==> config.mk <==
export PLATFORM = sky130hd
export DESIGN_NAME = prio_intc
export DESIGN_NICKNAME = d
export VERILOG_FILES = /design/src/rtl/intc_pkg.sv /design/src/rtl/intc_cfg.sv /design/src/rtl/intc_resolver.sv /design/src/rtl/intc_ack.sv /design/src/rtl/prio_intc.sv
export SDC_FILE = /design/constraint.sdc
export NUM_CORES = 1
export LEC_CHECK = 0
export BUFFER_PORTS_ARGS = -buffer_cell sky130_fd_sc_hd__clkbuf_2
export CAP_MARGIN = 20
export CORE_MARGIN = 8
export CORE_UTILIZATION = 62
export CTS_CLUSTER_SIZE = 12
export DETAILED_ROUTE_END_ITERATION = 16
export HOLD_SLACK_MARGIN = 0.06
export PLACE_DENSITY = 0.88
export SLEW_MARGIN = 20
export SYNTH_ARGS = -nofsm -noshare
export SYNTH_HDL_FRONTEND = slang
export SYNTH_SLANG_ARGS = --single-unit
export TNS_END_PERCENT = 100
==> constraint.sdc <==
create_clock -name clk -period 4.15 [get_ports clk]
set_input_delay 0.6225 -clock clk [delete_from_list [all_inputs] [get_ports clk]]
set_output_delay 0.6225 -clock clk [all_outputs]
set_load 0.02 [all_outputs]
==> src/rtl/intc_pkg.sv <==
package intc_pkg;

  typedef enum logic [1:0] {
    CFG_IDLE    = 2'd0,
    CFG_WAIT_HI = 2'd1,
    CFG_READY   = 2'd2
  } cfg_state_e;

  typedef enum logic [1:0] {
    ACK_IDLE = 2'd0,
    ACK_LOW  = 2'd1,
    ACK_HIGH = 2'd2
  } ack_phase_e;

  localparam logic [1:0] ADDR_BASE_LO = 2'd0;
  localparam logic [1:0] ADDR_HI_MASK = 2'd1;
  localparam logic [1:0] ADDR_CMD     = 2'd2;

endpackage

==> src/rtl/intc_cfg.sv <==
module intc_cfg
  import intc_pkg::*;
#(
  parameter int unsigned NUM_IRQ = 8,
  parameter int unsigned DW      = 8,
  parameter logic [7:0]  EOI_CMD = 8'h20,
  localparam int unsigned AW     = 2 * DW
) (
  input  logic               clk,
  input  logic               rst_n,
  input  logic               wr_en,
  input  logic [1:0]         wr_addr,
  input  logic [DW-1:0]      wr_data,
  output logic               ready,
  output logic [AW-1:0]      base,
  output logic [NUM_IRQ-1:0] mask,
  output logic               restart,
  output logic               eoi
);

  cfg_state_e         state_q, state_n;
  logic [AW-1:0]      base_q, base_n;
  logic [NUM_IRQ-1:0] mask_q, mask_n;

  always_comb begin
    state_n = state_q;
    base_n  = base_q;
    mask_n  = mask_q;
    if (wr_en) begin
      case (wr_addr)
        ADDR_BASE_LO: begin
          state_n          = CFG_WAIT_HI;
          base_n[DW-1:0]   = wr_data;
          mask_n           = '1;
        end
        ADDR_HI_MASK: begin
          if (state_q == CFG_WAIT_HI) begin
            base_n[AW-1:DW] = wr_data;
            state_n         = CFG_READY;
          end else if (state_q == CFG_READY) begin
            mask_n = wr_data[NUM_IRQ-1:0];
          end
        end
        default: ;
      endcase
    end
  end

  always_ff @(posedge clk or negedge rst_n) begin
    if (!rst_n) begin
      state_q <= CFG_IDLE;
      base_q  <= '0;
      mask_q  <= '1;
    end else begin
      state_q <= state_n;
      base_q  <= base_n;
      mask_q  <= mask_n;
    end
  end

  assign ready   = (state_q == CFG_READY);
  assign base    = base_q;
  assign mask    = mask_q;
  assign restart = wr_en && (wr_addr == ADDR_BASE_LO);
  assign eoi     = ready && wr_en && (wr_addr == ADDR_CMD) && (wr_data == EOI_CMD[DW-1:0]);

endmodule

==> src/rtl/intc_resolver.sv <==
module intc_resolver #(
  parameter int unsigned NUM_IRQ = 8,
  localparam int unsigned LW     = $clog2(NUM_IRQ)
) (
  input  logic               ready,
  input  logic [NUM_IRQ-1:0] irr,
  input  logic [NUM_IRQ-1:0] mask,
  input  logic [NUM_IRQ-1:0] isr,
  output logic               grant_vld,
  output logic [LW-1:0]      grant_lvl,
  output logic [NUM_IRQ-1:0] grant_onehot,
  output logic [NUM_IRQ-1:0] eoi_onehot
);

  logic [NUM_IRQ-1:0] cand;
  logic [NUM_IRQ-1:0] cand_below;
  logic [NUM_IRQ-1:0] isr_below;

  assign cand = irr & ~mask;

  for (genvar gi = 0; gi < NUM_IRQ; gi++) begin : g_chain
    if (gi == 0) begin : g_first
      assign cand_below[gi] = 1'b0;
      assign isr_below[gi]  = 1'b0;
    end else begin : g_rest
      assign cand_below[gi] = cand_below[gi-1] | cand[gi-1];
      assign isr_below[gi]  = isr_below[gi-1]  | isr[gi-1];
    end
    assign grant_onehot[gi] = ready & cand[gi] & ~cand_below[gi] & ~isr_below[gi] & ~isr[gi];
    assign eoi_onehot[gi]   = isr[gi] & ~isr_below[gi];
  end

  assign grant_vld = |grant_onehot;

  always_comb begin
    grant_lvl = '0;
    for (int i = 0; i < NUM_IRQ; i++) begin
      if (grant_onehot[i]) grant_lvl = LW'(i);
    end
  end

endmodule

==> src/rtl/intc_ack.sv <==
module intc_ack
  import intc_pkg::*;
#(
  parameter int unsigned NUM_IRQ   = 8,
  parameter int unsigned DW        = 8,
  parameter int unsigned VEC_SHIFT = 2,
  parameter logic [7:0]  CALL_OP   = 8'hCD,
  localparam int unsigned AW       = 2 * DW,
  localparam int unsigned LW       = $clog2(NUM_IRQ)
) (
  input  logic          clk,
  input  logic          rst_n,
  input  logic          restart,
  input  logic          inta,
  input  logic          grant_vld,
  input  logic [LW-1:0] grant_lvl,
  input  logic [AW-1:0] base,
  output logic          ack_start,
  output logic          busy,
  output logic [DW-1:0] dout
);

  ack_phase_e    phase_q, phase_n;
  logic [LW-1:0] lvl_q, lvl_n;
  logic [DW-1:0] dout_q, dout_n;
  logic [AW-1:0] vec;

  assign vec       = base + (AW'(lvl_q) << VEC_SHIFT);
  assign ack_start = inta && (phase_q == ACK_IDLE) && !restart;
  assign busy      = (phase_q != ACK_IDLE);

  always_comb begin
    phase_n = phase_q;
    lvl_n   = lvl_q;
    dout_n  = dout_q;
    if (restart) begin
      phase_n = ACK_IDLE;
    end else if (inta) begin
      case (phase_q)
        ACK_IDLE: begin
          dout_n  = CALL_OP[DW-1:0];
          lvl_n   = grant_vld ? grant_lvl : LW'(NUM_IRQ - 1);
          phase_n = ACK_LOW;
        end
        ACK_LOW: begin
          dout_n  = vec[DW-1:0];
          phase_n = ACK_HIGH;
        end
        default: begin
          dout_n  = vec[AW-1:DW];
          phase_n = ACK_IDLE;
        end
      endcase
    end
  end

  always_ff @(posedge clk or negedge rst_n) begin
    if (!rst_n) begin
      phase_q <= ACK_IDLE;
      lvl_q   <= '0;
      dout_q  <= '0;
    end else begin
      phase_q <= phase_n;
      lvl_q   <= lvl_n;
      dout_q  <= dout_n;
    end
  end

  assign dout = dout_q;

endmodule

==> src/rtl/prio_intc.sv <==
module prio_intc #(
  parameter int unsigned NUM_IRQ   = 8,
  parameter int unsigned DW        = 8,
  parameter int unsigned VEC_SHIFT = 2,
  parameter logic [7:0]  CALL_OP   = 8'hCD,
  parameter logic [7:0]  EOI_CMD   = 8'h20
) (
  input  logic               clk,
  input  logic               rst_n,
  input  logic [NUM_IRQ-1:0] ir,
  input  logic               wr_en,
  input  logic [1:0]         wr_addr,
  input  logic [DW-1:0]      wr_data,
  input  logic               inta,
  output logic               int_o,
  output logic [DW-1:0]      dout
);

  localparam int unsigned AW = 2 * DW;
  localparam int unsigned LW = $clog2(NUM_IRQ);

  logic [1:0]         rst_pipe;
  logic               rst_int_n;
  logic [NUM_IRQ-1:0] irr_q, irr_n;
  logic [NUM_IRQ-1:0] isr_q, isr_n;
  logic               int_q, int_n;

  logic               cfg_ready, cfg_restart, cfg_eoi;
  logic [AW-1:0]      cfg_base;
  logic [NUM_IRQ-1:0] cfg_mask;
  logic               grant_vld;
  logic [LW-1:0]      grant_lvl;
  logic [NUM_IRQ-1:0] grant_onehot, eoi_onehot;
  logic               ack_start, ack_busy;

  always_ff @(posedge clk or negedge rst_n) begin
    if (!rst_n) rst_pipe <= 2'b00;
    else        rst_pipe <= {rst_pipe[0], 1'b1};
  end
  assign rst_int_n = rst_pipe[1];

  intc_cfg #(.NUM_IRQ(NUM_IRQ), .DW(DW), .EOI_CMD(EOI_CMD)) u_cfg (
    .clk     (clk),
    .rst_n   (rst_int_n),
    .wr_en   (wr_en),
    .wr_addr (wr_addr),
    .wr_data (wr_data),
    .ready   (cfg_ready),
    .base    (cfg_base),
    .mask    (cfg_mask),
    .restart (cfg_restart),
    .eoi     (cfg_eoi)
  );

  intc_resolver #(.NUM_IRQ(NUM_IRQ)) u_res (
    .ready        (cfg_ready),
    .irr          (irr_q),
    .mask         (cfg_mask),
    .isr          (isr_q),
    .grant_vld    (grant_vld),
    .grant_lvl    (grant_lvl),
    .grant_onehot (grant_onehot),
    .eoi_onehot   (eoi_onehot)
  );

  intc_ack #(
    .NUM_IRQ(NUM_IRQ), .DW(DW), .VEC_SHIFT(VEC_SHIFT), .CALL_OP(CALL_OP)
  ) u_ack (
    .clk       (clk),
    .rst_n     (rst_int_n),
    .restart   (cfg_restart),
    .inta      (inta),
    .grant_vld (grant_vld),
    .grant_lvl (grant_lvl),
    .base      (cfg_base),
    .ack_start (ack_start),
    .busy      (ack_busy),
    .dout      (dout)
  );

  always_comb begin
    irr_n = ir;
    isr_n = isr_q;
    if (cfg_restart) begin
      isr_n = '0;
    end else begin
      if (cfg_eoi)                isr_n = isr_n & ~eoi_onehot;
      if (ack_start && grant_vld) isr_n = isr_n | grant_onehot;
    end
  end

  always_comb begin
    if (cfg_restart)    int_n = 1'b0;
    else if (ack_start) int_n = 1'b0;
    else if (ack_busy)  int_n = 1'b0;
    else if (int_q)     int_n = 1'b1;
    else                int_n = grant_vld;
  end

  always_ff @(posedge clk or negedge rst_int_n) begin
    if (!rst_int_n) begin
      irr_q <= '0;
      isr_q <= '0;
      int_q <= 1'b0;
    end else begin
      irr_q <= irr_n;
      isr_q <= isr_n;
      int_q <= int_n;
    end
  end

  assign int_o = int_q;

endmodule

# Word level (Yosys, flattened, before mapping)
# Index checks and enable logic that the tools add are counted.
# op_classes
mux,25
bitwise_logic,76
addsub,1
n_eq_ne,9
n_reduce_logical,20
# ops
cell,n
$mux 8,6
$and 1x1->1,37
$pmux 8 s2,2
$not 1->1,22
$mux 3,7
$add 16x5->16,1
$and 8x8->8,2
$not 8->8,2
$or 1x1->1,12
$reduce_and 3->1,3
$eq 8x6->1 const B,1
$or 8x8->8,1
$pmux 2 s2,2
$reduce_or 8->1,1
$logic_and 1x1->1,7
$eq 2x1->1 const B,3
$mux 2,3
$reduce_bool 2->1,3
$mux 1,5
$eq 2x2->1 const B,2
$logic_not 2->1,2
$ne 2x1->1 const B,2
$reduce_and 2->1,2
$reduce_and 4->1,1
2 further kinds,2
# totals
inputBits,22
elab_cells,142
register_bits,58

# Logic depth before layout (Yosys ltp)
# Gate-level depths: netlist (run 1).
# depth
depth_word,17
ltp_mapped,7

# Modules after synthesis
# Synthesis (run 1) repeated with hierarchy kept, for this count alone.
# hier_totals
cells_unflattened,266
area_unflattened_um2,2910.3
# by_module_without_submodules
mod,seq_area_each_um2,cells_each,area_each_um2,n_inst
intc_cfg,660.6,86,1123.6,1
intc_ack,325.3,94,874.6,1
prio_intc,475.5,42,628.1,1
intc_resolver,0.0,44,284.0,1

# Worst setup path after synthesis (run 1)
# No wires, ideal clock.
# synth_path
kind,in2reg
startpoint,input wr_addr[0]
endpoint,register isr_q[6]
setup_time_ns,0.133
required_ns,4.017
path_buffers,0
arrival_ns,1.921
cell_stages,5
path_slack_ns,2.096
cell_sequence,nor4b_2 -> nand4_2 -> or4b_4 -> o311ai_2 -> o31ai_1
# synth_via
elab_chain_len,8
word_cells_on_any_way,13
# synth_rtl
item,line,rtl
start: declaration,prio_intc.sv:12,"input logic [1:0] wr_addr,"
$eq 2x2->1,intc_cfg.sv:65,assign eoi = ready && wr_en && (wr_addr == ADDR_CMD) && (wr_data == EOI_CMD[DW-1:0]);
$logic_and 1x1->1 (2 in series),intc_cfg.sv:65,
$mux 8,prio_intc.sv:87,if (cfg_eoi) isr_n = isr_n & ~eoi_onehot;
$mux 8,prio_intc.sv:84,if (cfg_restart) begin
$or 8x8->8,prio_intc.sv:88,if (ack_start && grant_vld) isr_n = isr_n | grant_onehot;
$mux 8,prio_intc.sv:88,
$mux 8 (*),prio_intc.sv:84,
net isr_n[6],prio_intc.sv:25,"logic [NUM_IRQ-1:0] isr_q, isr_n;"
end signal: assignment,prio_intc.sv:107,isr_q <= isr_n;
end: declaration,prio_intc.sv:25,
# Mark *: on every way through the listed nets, which the timed path passes. The rest lies on a longest branch. The select of a mux whose other input is x is not followed.
# A chain may end at the register's enable or synchronous reset.

# Worst setup path in the final report (run 1)
# layout_path
startpoint,register u_cfg.base_q[3] (netlist: u_cfg.base[3])
endpoint,register u_ack.dout_q[7] (netlist: u_ack.dout[7])
# layout_via
elab_chain_len,2
# layout_rtl
item,line,rtl
start: declaration,intc_cfg.sv:22,"logic [AW-1:0] base_q, base_n;"
start signal: assignment,intc_cfg.sv:56,base_q <= base_n;
$add 16x5->16,intc_ack.sv:28,assign vec = base + (AW'(lvl_q) << VEC_SHIFT);
$pmux 8 s2,intc_ack.sv:39,case (phase_q)
end signal: assignment,intc_ack.sv:65,dout_q <= dout_n;
end: declaration,intc_ack.sv:25,"logic [DW-1:0] dout_q, dout_n;"
# No other way between the ends.

==> results of run 1 <==
stage by stage:
stage	util	hold slack, ps	cells	power (uW)	setup slack (ps)
2_1_floorplan	-	327	281	1080	2100
3_3_place_gp	0.689	335	357	1190	1890
3_5_place_dp	0.689	347	357	1220	1780
4_1_cts	0.739	362	374	1760	2090
5_1_grt	0.741	363	375	1850	1990
6_report	0.741	359	375	1760	2090
cell usage after synthesis, types with 2 or more instances:
cell and instances:
ha_1 3, nand4_1 6, xor2_1 8, mux2_2 9
a31oi_1 3, o41ai_1 2, a211oi_1 2, or3_1 3
dfstp_2 8, clkbuf_1 7, mux2i_1 2, inv_1 2
a21oi_1 19, o21ai_0 9, nand3_1 7, nor3_1 7
a21o_1 2, nor4_1 2, o31ai_1 4, nor2b_1 3
xnor2_1 2, o2bb2ai_1 2, dfrtp_1 50, nor3b_1 2
nand2b_1 11, nand2_1 41, nor2_1 32
sequential cells by signal, summed over array words and instances (netlist names):
register	count
u_ack.lvl_q	3
u_cfg.base	16
isr_q	8
int_o	1
u_ack.phase_q	2
rst_pipe	2
u_cfg.state_q	2
irr_q	8
u_cfg.mask	8
u_ack.dout	8
cell usage in the layout (no fill, tap or decap), drive strengths merged, types with 2 or more instances in the layout:
master / count
nor2b: 3
a21o: 2
o31ai: 4
dfstp: 8
nor3: 8
and2: 2
nand2: 41
a31oi: 3
nor2: 33
buf: 3
nand2b: 11
ha: 3
xor2: 8
a21oi: 19
or3: 3
nand4: 7
o41ai: 2
nor4b: 2
a211oi: 2
or3b: 2
o311ai: 2
nand3: 7
clkbuf: 44
mux2i: 2
nor4: 2
o21ai: 9
mux2: 9
nor3b: 3
o2bb2ai: 2
dfrtp: 50
inv: 2
xnor2: 2
area by class of cell:
cell class | instances | area (sq um)
repair buffers | 34 | 183
multi-input cells | 213 | 1320
clock buffers | 14 | 173
fillers | 298 | 1140
flip-flops and latches | 58 | 1460
clock inverters | 2 | 35.0
well taps | 52 | 65.1
inverters | 2 | 7.51
worst reg2reg max path, stage by stage, from the launching register on:
cell,delay (ps)
dfrtp_1,440
ha_1,310
a211oi_1,120
nor4b_1,530
nand3_1,170
mux2i_1,170
o31ai_1,230
power groups by stage:
stage                     Sequential (uW)  Combinational (uW)  Clock, uW
after floorplan                       814                 270          0
after global placement                798                 394          0
after detailed placement              807                 409          0
after CTS                             798                 412        548
after global routing                  817                 458        570
final                                 800                 412        544
how the worst max path moves through the flow:
stage / depth (start not counted) / from / endpoint / slack [ps]
2_1_floorplan: 5 / wr_addr[0] / isr_q[6] / 2100
3_3_place_gp: 6 / wr_addr[0] / isr_q[6] / 1890
3_5_place_dp: 6 / wr_addr[0] / isr_q[6] / 1780
4_1_cts: 6 / u_cfg.base[3] / u_ack.dout[7] / 2090
5_1_grt: 5 / u_ack.phase_q[1] / u_ack.lvl_q[0] / 1990
6_report: 6 / u_cfg.base[3] / u_ack.dout[7] / 2090
per-layer routing:
| metal | track usage | vias to the layer above |
|---|---|---|
| met5 | 0 | - |
| met4 | 0.0879 | 0 |
| met3 | 0.0469 | 15 |
| met2 | 0.290 | 72 |
| met1 | 0.230 | 1083 |
| li1 | - | 1079 |
what timing repair did:
| item | in CTS | in global routing |
|---|---|---|
| hold endpoints to repair | 2 | 0 |
| hold buffers | 1 | 0 |
| gates resized for setup | 0 | 0 |
kinds of logic after synthesis:
| logic type | share of synthesized area |
|---|---|
| xor gates and xnor gates | 0.0310 |
| other | 0.00133 |
| and+or+nand+nor | 0.244 |
| DFF | 0.518 |
| muxes | 0.0430 |
| buffers and inverters | 0.0137 |
| adders and majority gates | 0.0204 |
| AOI/OAI and AO/OA | 0.129 |
==> run metrics, run 1 <==
outcome=finished, final reports clean; clk_lat worst skew=340 ps; TNS Setup=0 ps; Post-synth EDFFs=0; WL met3=360 microns; area of the core=4380 sq um; die area=6970 sq um; Leak=0.00144 uW; via density per instance=6.00; worst endpoint data arrival time=2310 ps; chip height=83.5 microns; CTS tree=yes; Reg power frac=0.455; cells taking the most area after synthesis=dfrtp_1 44%, dfstp_2 7.4%, nand2_1 5.5%, nor2_1 4.3%, mux2_2 3.6%; initial core utilization=0.644; grt ovf=0; share of flip-flops with an asynchronous set or reset=1.00; routed vias=2249; synth unique cells=60; CTS sink count=58; worst vdd ir=318 uV; Logic pwr share=0.235; hpwl dp=4450 microns; share of the yosys chip area belonging to registers=0.518; Min Clock Period, post-route=2060 ps; max-cap viol count=0; CTS root buf=clkbuf_8; Routed WL=6240 microns; Required @ worst endpoint=4400 ps; Ys Warns=0; crit path cell chain=ha_1 -> a211oi_1 -> nor4b_1 -> nand3_1 -> mux2i_1 -> o31ai_1; internal power=1190 uW; Slew @ Worst Pin=696 ps; I/O pins=31; DR DRC count=0; Max transition margin=0.536; initial antenna violation count=0; TritonCTS Buffers=9; Critical Setup Path Class=flip-flop to flip-flop; Die W=83.5 microns; Routed wire per std cell=16.6 microns; fmax=484 MHz; Worst setup SP type=flip-flop; wire length on met2=3050 microns; post-synthesis area per instance=10.0 sq um; Synth area leader=dfrtp_1; final instance area=3250 sq um; RR Startpoint=u_cfg.base[3]; vias in the first global route=2211; fin crit share=0.498; top-area cell type share of the netlist area=0.443; diode count=0; Net Sw Frac=0.320; crit path max fanout=5; PD cells=541 nW/um^2; FF+latch count, synth=58; Min-Delay Path Class=flip-flop to flip-flop; Worst R2R End=u_ack.dout[7]; Total GRT Usage=0.184; RePlAce Congestion=0.860; RSZ-0062 raised after global routing=no; WHS Endpoint=rst_pipe[1]; Setup Skew=6.15 ps; Clock Power Share=0.310; DRT antenna net count=0; Initial DRC Count=213; max-slew violations=0; Setup crit end kind=flip-flop; CP max stage delay=530 ps; post-CTS setup buffer count=0; largest net degree at the start of global routing=57; cell area after synthesis=2820 sq um; final hold violation count=0; FF-to-FF setup slack=2090 ps; Setup-failing EPs final=0; CP bufs+invs=0; Synth Flop Type=dfrtp_1; DRT Pass-1 Iters=5; Sw Pwr=563 uW; CP top delay family=simple AND/OR/NAND/NOR gates; Worst Hold Launch=rst_pipe[0]; Port Buffers=30; Top Layer Used=met4; Synthesized Nets=307; CTS clk-pin slew, worst paths=70 ps; dpl cell area=3020 sq um; slowest stage cell, crit path=nor4b_1; Worst R2R Path Depth=6; first-pass GRT wire length=10400 microns; share of layout cells above drive strength 1=0.235; synthesized instance count=281; deepest clock path buffer count=2; H-tree depth=3; wl on met1=2700 microns; nets@finish=344; Rows=24; hold path depth=0; area growth from synthesis to layout=15.1%
Power figures use the tool's default switching activity.
==> run 2: changes to the inputs <==
Settings changed: ABC_AREA set to 1, CORE_UTILIZATION 62 to 53, PLACE_DENSITY 0.88 to 0.8.
Clock period 4.15 ns to 1.82 ns, I/O delays scaled along.
==> run metrics, run 2 <==
Min Clock Period, post-route=1770 ps; largest net degree at the start of global routing=47; CTS sink count=58; share of flip-flops with an asynchronous set or reset=1.00; CP top delay family=flip-flops; DRT antenna net count=0; outcome=finished, final reports clean; via density per instance=5.33; clk_lat worst skew=340 ps; fmax=564 MHz; CTS clk-pin slew, worst paths=70 ps; crit path cell chain=buf_4 -> fa_2 -> nand2_2 -> a21oi_4 -> buf_4 -> nand3_1 -> xnor2_1 -> o221ai_1 -> nand2_1; Net Sw Frac=0.343; initial core utilization=0.539; top-area cell type share of the netlist area=0.426; RR Startpoint=u_cfg.base[3]; cells taking the most area after synthesis=dfrtp_1 43%, nand2_1 8.4%, o21ai_0 7.7%, dfstp_2 7.2%, inv_1 6.5%; grt ovf=0; Synth area leader=dfrtp_1; DR DRC count=0; most common cell in the synthesized netlist=nand2_1; TritonCTS Buffers=9; max-cap viol count=0; Leak=0.00179 uW; share of layout cells above drive strength 1=0.267; first-pass GRT wire length=12200 microns; Synthesized Nets=383; CP bufs+invs=2; crit path max fanout=3; fin crit share=0.974; Setup-failing EPs final=0; Reg power frac=0.418; Die W=90.4 microns; Largest register FFs=16; Rows=27; deepest clock path buffer count=2; slowest stage cell, crit path=dfrtp_2; diode count=0; worst vdd ir=772 uV; Sw Pwr=1420 uW; CP max stage delay=420 ps; Synth Flop Type=dfrtp_1; TNS Setup=0 ps; DRT Pass-1 Iters=5; hpwl dp=5250 microns; internal power=2710 uW; routed vias=2640; final setup margin=47.8 ps; cell area after synthesis=2930 sq um; PD cells=1130 nW/um^2; I/O pins=31; synthesized instance count=357; Routed WL=7340 microns; initial antenna violation count=0; area of the core=5440 sq um; Critical Setup Path Class=flip-flop to flip-flop; Setup crit start=u_cfg.base[3]; commonest non-fill, non-tap cells in the layout=59 x nand2_1, 50 x inv_1, 48 x dfrtp_1; Initial DRC Count=123; Min Hold Slack=139 ps; Setup Skew=7.82 ps; leading cell type in the layout, fill and taps excluded=nand2_1; Min-Delay Path Class=flip-flop to async pin; area growth from synthesis to layout=24.6%; chip height=90.4 microns; pre-CTS WS=-25.1 ps; Worst setup SP type=flip-flop; Port Buffers=30; synth cell count leaders=66 x nand2_1, 51 x inv_1, 50 x dfrtp_1; CTS root buf=clkbuf_8; Required @ worst endpoint=2050 ps; Logic pwr share=0.284; max-slew violations=0; Routed wire per std cell=14.8 microns; FF+latch count, synth=58; final hold violation count=0; share of the yosys chip area belonging to registers=0.498; nets@finish=444; post-synthesis area per instance=8.22 sq um; die area=8170 sq um; Post-synth EDFFs=0; CTS tree=yes; vias in the first global route=2628; synth unique cells=38; H-tree depth=3; most frequent CP cell=buf_4; Total GRT Usage=0.187; Ys Warns=0; worst endpoint data arrival time=2000 ps; Clock Power Share=0.298; RePlAce Congestion=0.929; Setup crit end kind=flip-flop
[run 2: layer usage]
metal	track usage	wire length [microns]	vias to the layer above
li1	-	-	1284
met5	0	0	-
met4	0.0957	144	0
met2	0.304	3680	106
met3	0.0599	457	14
met1	0.217	3060	1236
[run 2: power by group through the flow]
stage	sequential, uW	clock (uW)	combinational [uW]
5_1_grt	1760	1300	1330
6_report	1730	1230	1170
3_3_place_gp	1720	0	966
2_1_floorplan	1770	0	628
4_1_cts	1710	1250	1040
3_5_place_dp	1740	0	1000
[run 2: through the flow]
step                      cells  area [sq um]   util  total power, uW
after floorplan             357          2930      -             2400
after global placement      461          3200  0.588             2690
after detailed placement    461          3200  0.588             2740
after CTS                   486          3500  0.643             4000
after global routing        495          3660  0.672             4390
final                       495          3660  0.672             4130
[run 2: path summary, 6_finish.rpt]
path	endpoint	slack, ps	cells past startpoint
setup / recovery	u_ack.dout[0]	50	9
hold / removal	irr_q[6]	140	0
hold reg to reg	irr_q[6]	140	0
setup reg to reg	u_ack.dout[0]	50	9
min in group clk	u_cfg.base[1]	200	3
max in group asynchronous	u_cfg.mask[0]	1110	1
[run 2: cells by family after synthesis]
| group | Yosys count | share of synthesized area |
|---|---|---|
| AND/OR/NAND/NOR | 157 | 0.254 |
| AO/OA/AOI/OAI | 72 | 0.129 |
| buffers and inverters | 62 | 0.0883 |
| flip-flops | 58 | 0.498 |
| adder cells (fa/ha/maj) | 4 | 0.0196 |
| XOR/XNOR | 2 | 0.00597 |
| other | 1 | 0.00128 |
| multiplexers | 1 | 0.00384 |
[run 2: area by class of cell]
class                   count  area [sq um]
fillers                   441          1780
flip-flops and latches     58          1460
multi-input cells         237          1310
repair buffers             56           380
inverters                  56           210
clock buffers              12           155
well taps                  72          90.1
clock inverters             4          50.0
[run 2: worst reg2reg max path: stages (launching register included)]
cell and delay [ps]:
dfrtp_2 420, buf_4 150, fa_2 410, nand2_2 100, a21oi_4 60, buf_4 140, nand3_1 70, xnor2_1 80
o221ai_1 160, nand2_1 70
[run 2: what timing repair did]
item	in CTS	in global routing
hold endpoints to repair	10	0
setup buffers	0	9
hold buffers	9	0
endpoints found under the setup margin	2	13
resized for setup	2	23
pin swaps	0	7
cloned	0	0
==> run 3: changes to the inputs <==
--- a/config.mk
+++ b/config.mk
@@ -9,4 +9,5 @@
 export BUFFER_PORTS_ARGS = -buffer_cell sky130_fd_sc_hd__clkbuf_2
 export CAP_MARGIN = 20
+export CORE_ASPECT_RATIO = 1.1
 export CORE_MARGIN = 8
 export CORE_UTILIZATION = 53
==> constraint.sdc (replaced) <==
create_clock -name clk -period 1.82 [get_ports clk]
set_input_delay 0.273 -clock clk [delete_from_list [all_inputs] [get_ports clk]]
set_output_delay 0.273 -clock clk [all_outputs]
set_load 0.01 [all_outputs]
==> run metrics, run 3 (same netlist as run 2, synthesis figures left out) <==
outcome=finished, final reports clean; worst endpoint data arrival time=2040 ps; WHS Endpoint=u_cfg.base[5]; Min Clock Period, post-route=1770 ps; CTS sink count=58; FF-to-FF setup slack=50 ps; Port Buffers=30; Critical Setup Path Class=flip-flop to flip-flop; TNS Setup=0 ps; CTS root buf=clkbuf_8; Routed wire per std cell=15.5 microns; fin crit share=0.974; via density per instance=5.38; hpwl dp=4890 microns; routed vias=2658; final hold violation count=0; Die W=86.9 microns; share of layout cells above drive strength 1=0.258; PD cells=1150 nW/um^2; Setup Skew=8.82 ps; Multi-input gate area=1310 sq um; CTS tree=yes; DRT Pass-1 Iters=4; area of the core=5360 sq um; clk_lat worst skew=350 ps; Worst R2R End=isr_q[5]; nets@finish=440; max-slew violations=0; commonest non-fill, non-tap cells in the layout=58 x nand2_1, 49 x inv_1, 49 x dfrtp_1; Routed WL=7650 microns; leading cell type in the layout, fill and taps excluded=nand2_1; pre-CTS WS=16.1 ps; Rows=28; Leak=0.00179 uW; final setup margin=47.4 ps; CTS clk-pin slew, worst paths=70 ps; DRT antenna net count=0; chip height=94.0 microns; area growth from synthesis to layout=24.1%; RSZ-0062 raised after global routing=yes; fmax=564 MHz; Filler cells=431; Setup crit end kind=flip-flop; die area=8180 sq um; Initial DRC Count=205; Min-Delay Path Class=input port to flip-flop; DR DRC count=0; H-tree depth=3; crit path max fanout=5; Setup-failing EPs final=0; initial antenna violation count=0; storage element area=1460 sq um; Required @ worst endpoint=2090 ps; Worst Hold Launch=wr_data[5]; Largest register FFs=16; I/O pins=31; Worst setup SP type=flip-flop; RR Startpoint=u_cfg.mask[2]; vias in the first global route=2544; max-cap viol count=0; TritonCTS Buffers=9; Total GRT Usage=0.190; grt ovf=0; initial core utilization=0.547; deepest clock path buffer count=2; RePlAce Congestion=0.895; worst vdd ir=846 uV; diode count=0; Worst R2R Path Depth=8; largest net degree at the start of global routing=36; first-pass GRT wire length=11900 microns; hold path depth=3
## run 3: cell types whose count changed in the layout (fill, tap and decap cells not counted), sizes merged
cell / change
buf: -5
bufinv: +1
clkbuf: -1
clkinv: +1
clkinvlp: -1
nand3: +1
## run 3: per-layer routing
metal / vias up / routed length [microns] / track usage / share of wire
met2: 99 / 3920 / 0.307 / 0.51
li1: 1272 / - / - / -
met4: 0 / 143 / 0.122 / 0.019
met1: 1272 / 3100 / 0.221 / 0.40
met3: 15 / 485 / 0.0481 / 0.063
met5: - / 0 / 0 / 0
## run 3: how the worst max path moves through the flow
stage,start,endpoint,cells past startpoint
floorplan,rst_pipe[1],int_o,0
global placement,u_cfg.base[2],u_ack.dout[6],11
detailed placement,u_cfg.base[2],u_ack.dout[6],11
CTS,u_cfg.base[2],u_ack.dout[6],11
global route,u_cfg.mask[2],u_ack.lvl_q[1],9
finish,u_cfg.mask[2],isr_q[5],8
## run 3: worst max-delay path: stages (launching register included)
cell	delay, ps
dfstp_2	520
inv_1	70
nand2_2	110
nand3_1	110
nor3_2	220
o211ai_1	220
nand3_2	200
nand3_1	110
a21oi_1	140
## run 3: area by class of cell
cell class	instances	share of cell area
Sequential cell	58	0.402
Inverter	56	0.0578
Timing Repair Buffer	51	0.0942
Clock inverter	5	0.0213
Tap cell	75	0.0258
Multi-Input combinational cell	238	0.360
Clock buffer	11	0.0388
## run 3: what timing repair did
item                       4_1_cts  5_1_grt
hold endpoints to repair        10        0
gates resized for setup          1       22
hold buffers                     9        0
cloned                           0        1
setup buffers                    0        5
setup endpoints to repair        1       19
pin swaps                        0        9
## run 3: stage by stage
| step | hold WS (ps) | util | power, uW | area (sq um) | std cells |
|---|---|---|---|---|---|
| after global routing | 213 | 0.679 | 4440 | 3640 | 494 |
| final | 190 | 0.679 | 4200 | 3640 | 494 |
| after floorplan | -22.6 | - | 2360 | 2930 | 357 |
| after detailed placement | 59.5 | 0.596 | 2660 | 3200 | 463 |
| after global placement | 59.3 | 0.596 | 2630 | 3200 | 463 |
| after CTS | 176 | 0.654 | 4020 | 3510 | 488 |
## run 3: where the power goes
part / internal [uW] / switching (uW)
combinational: 455 / 693
clock: 803 / 516
sequential: 1540 / 187
total: 2800 / 1400
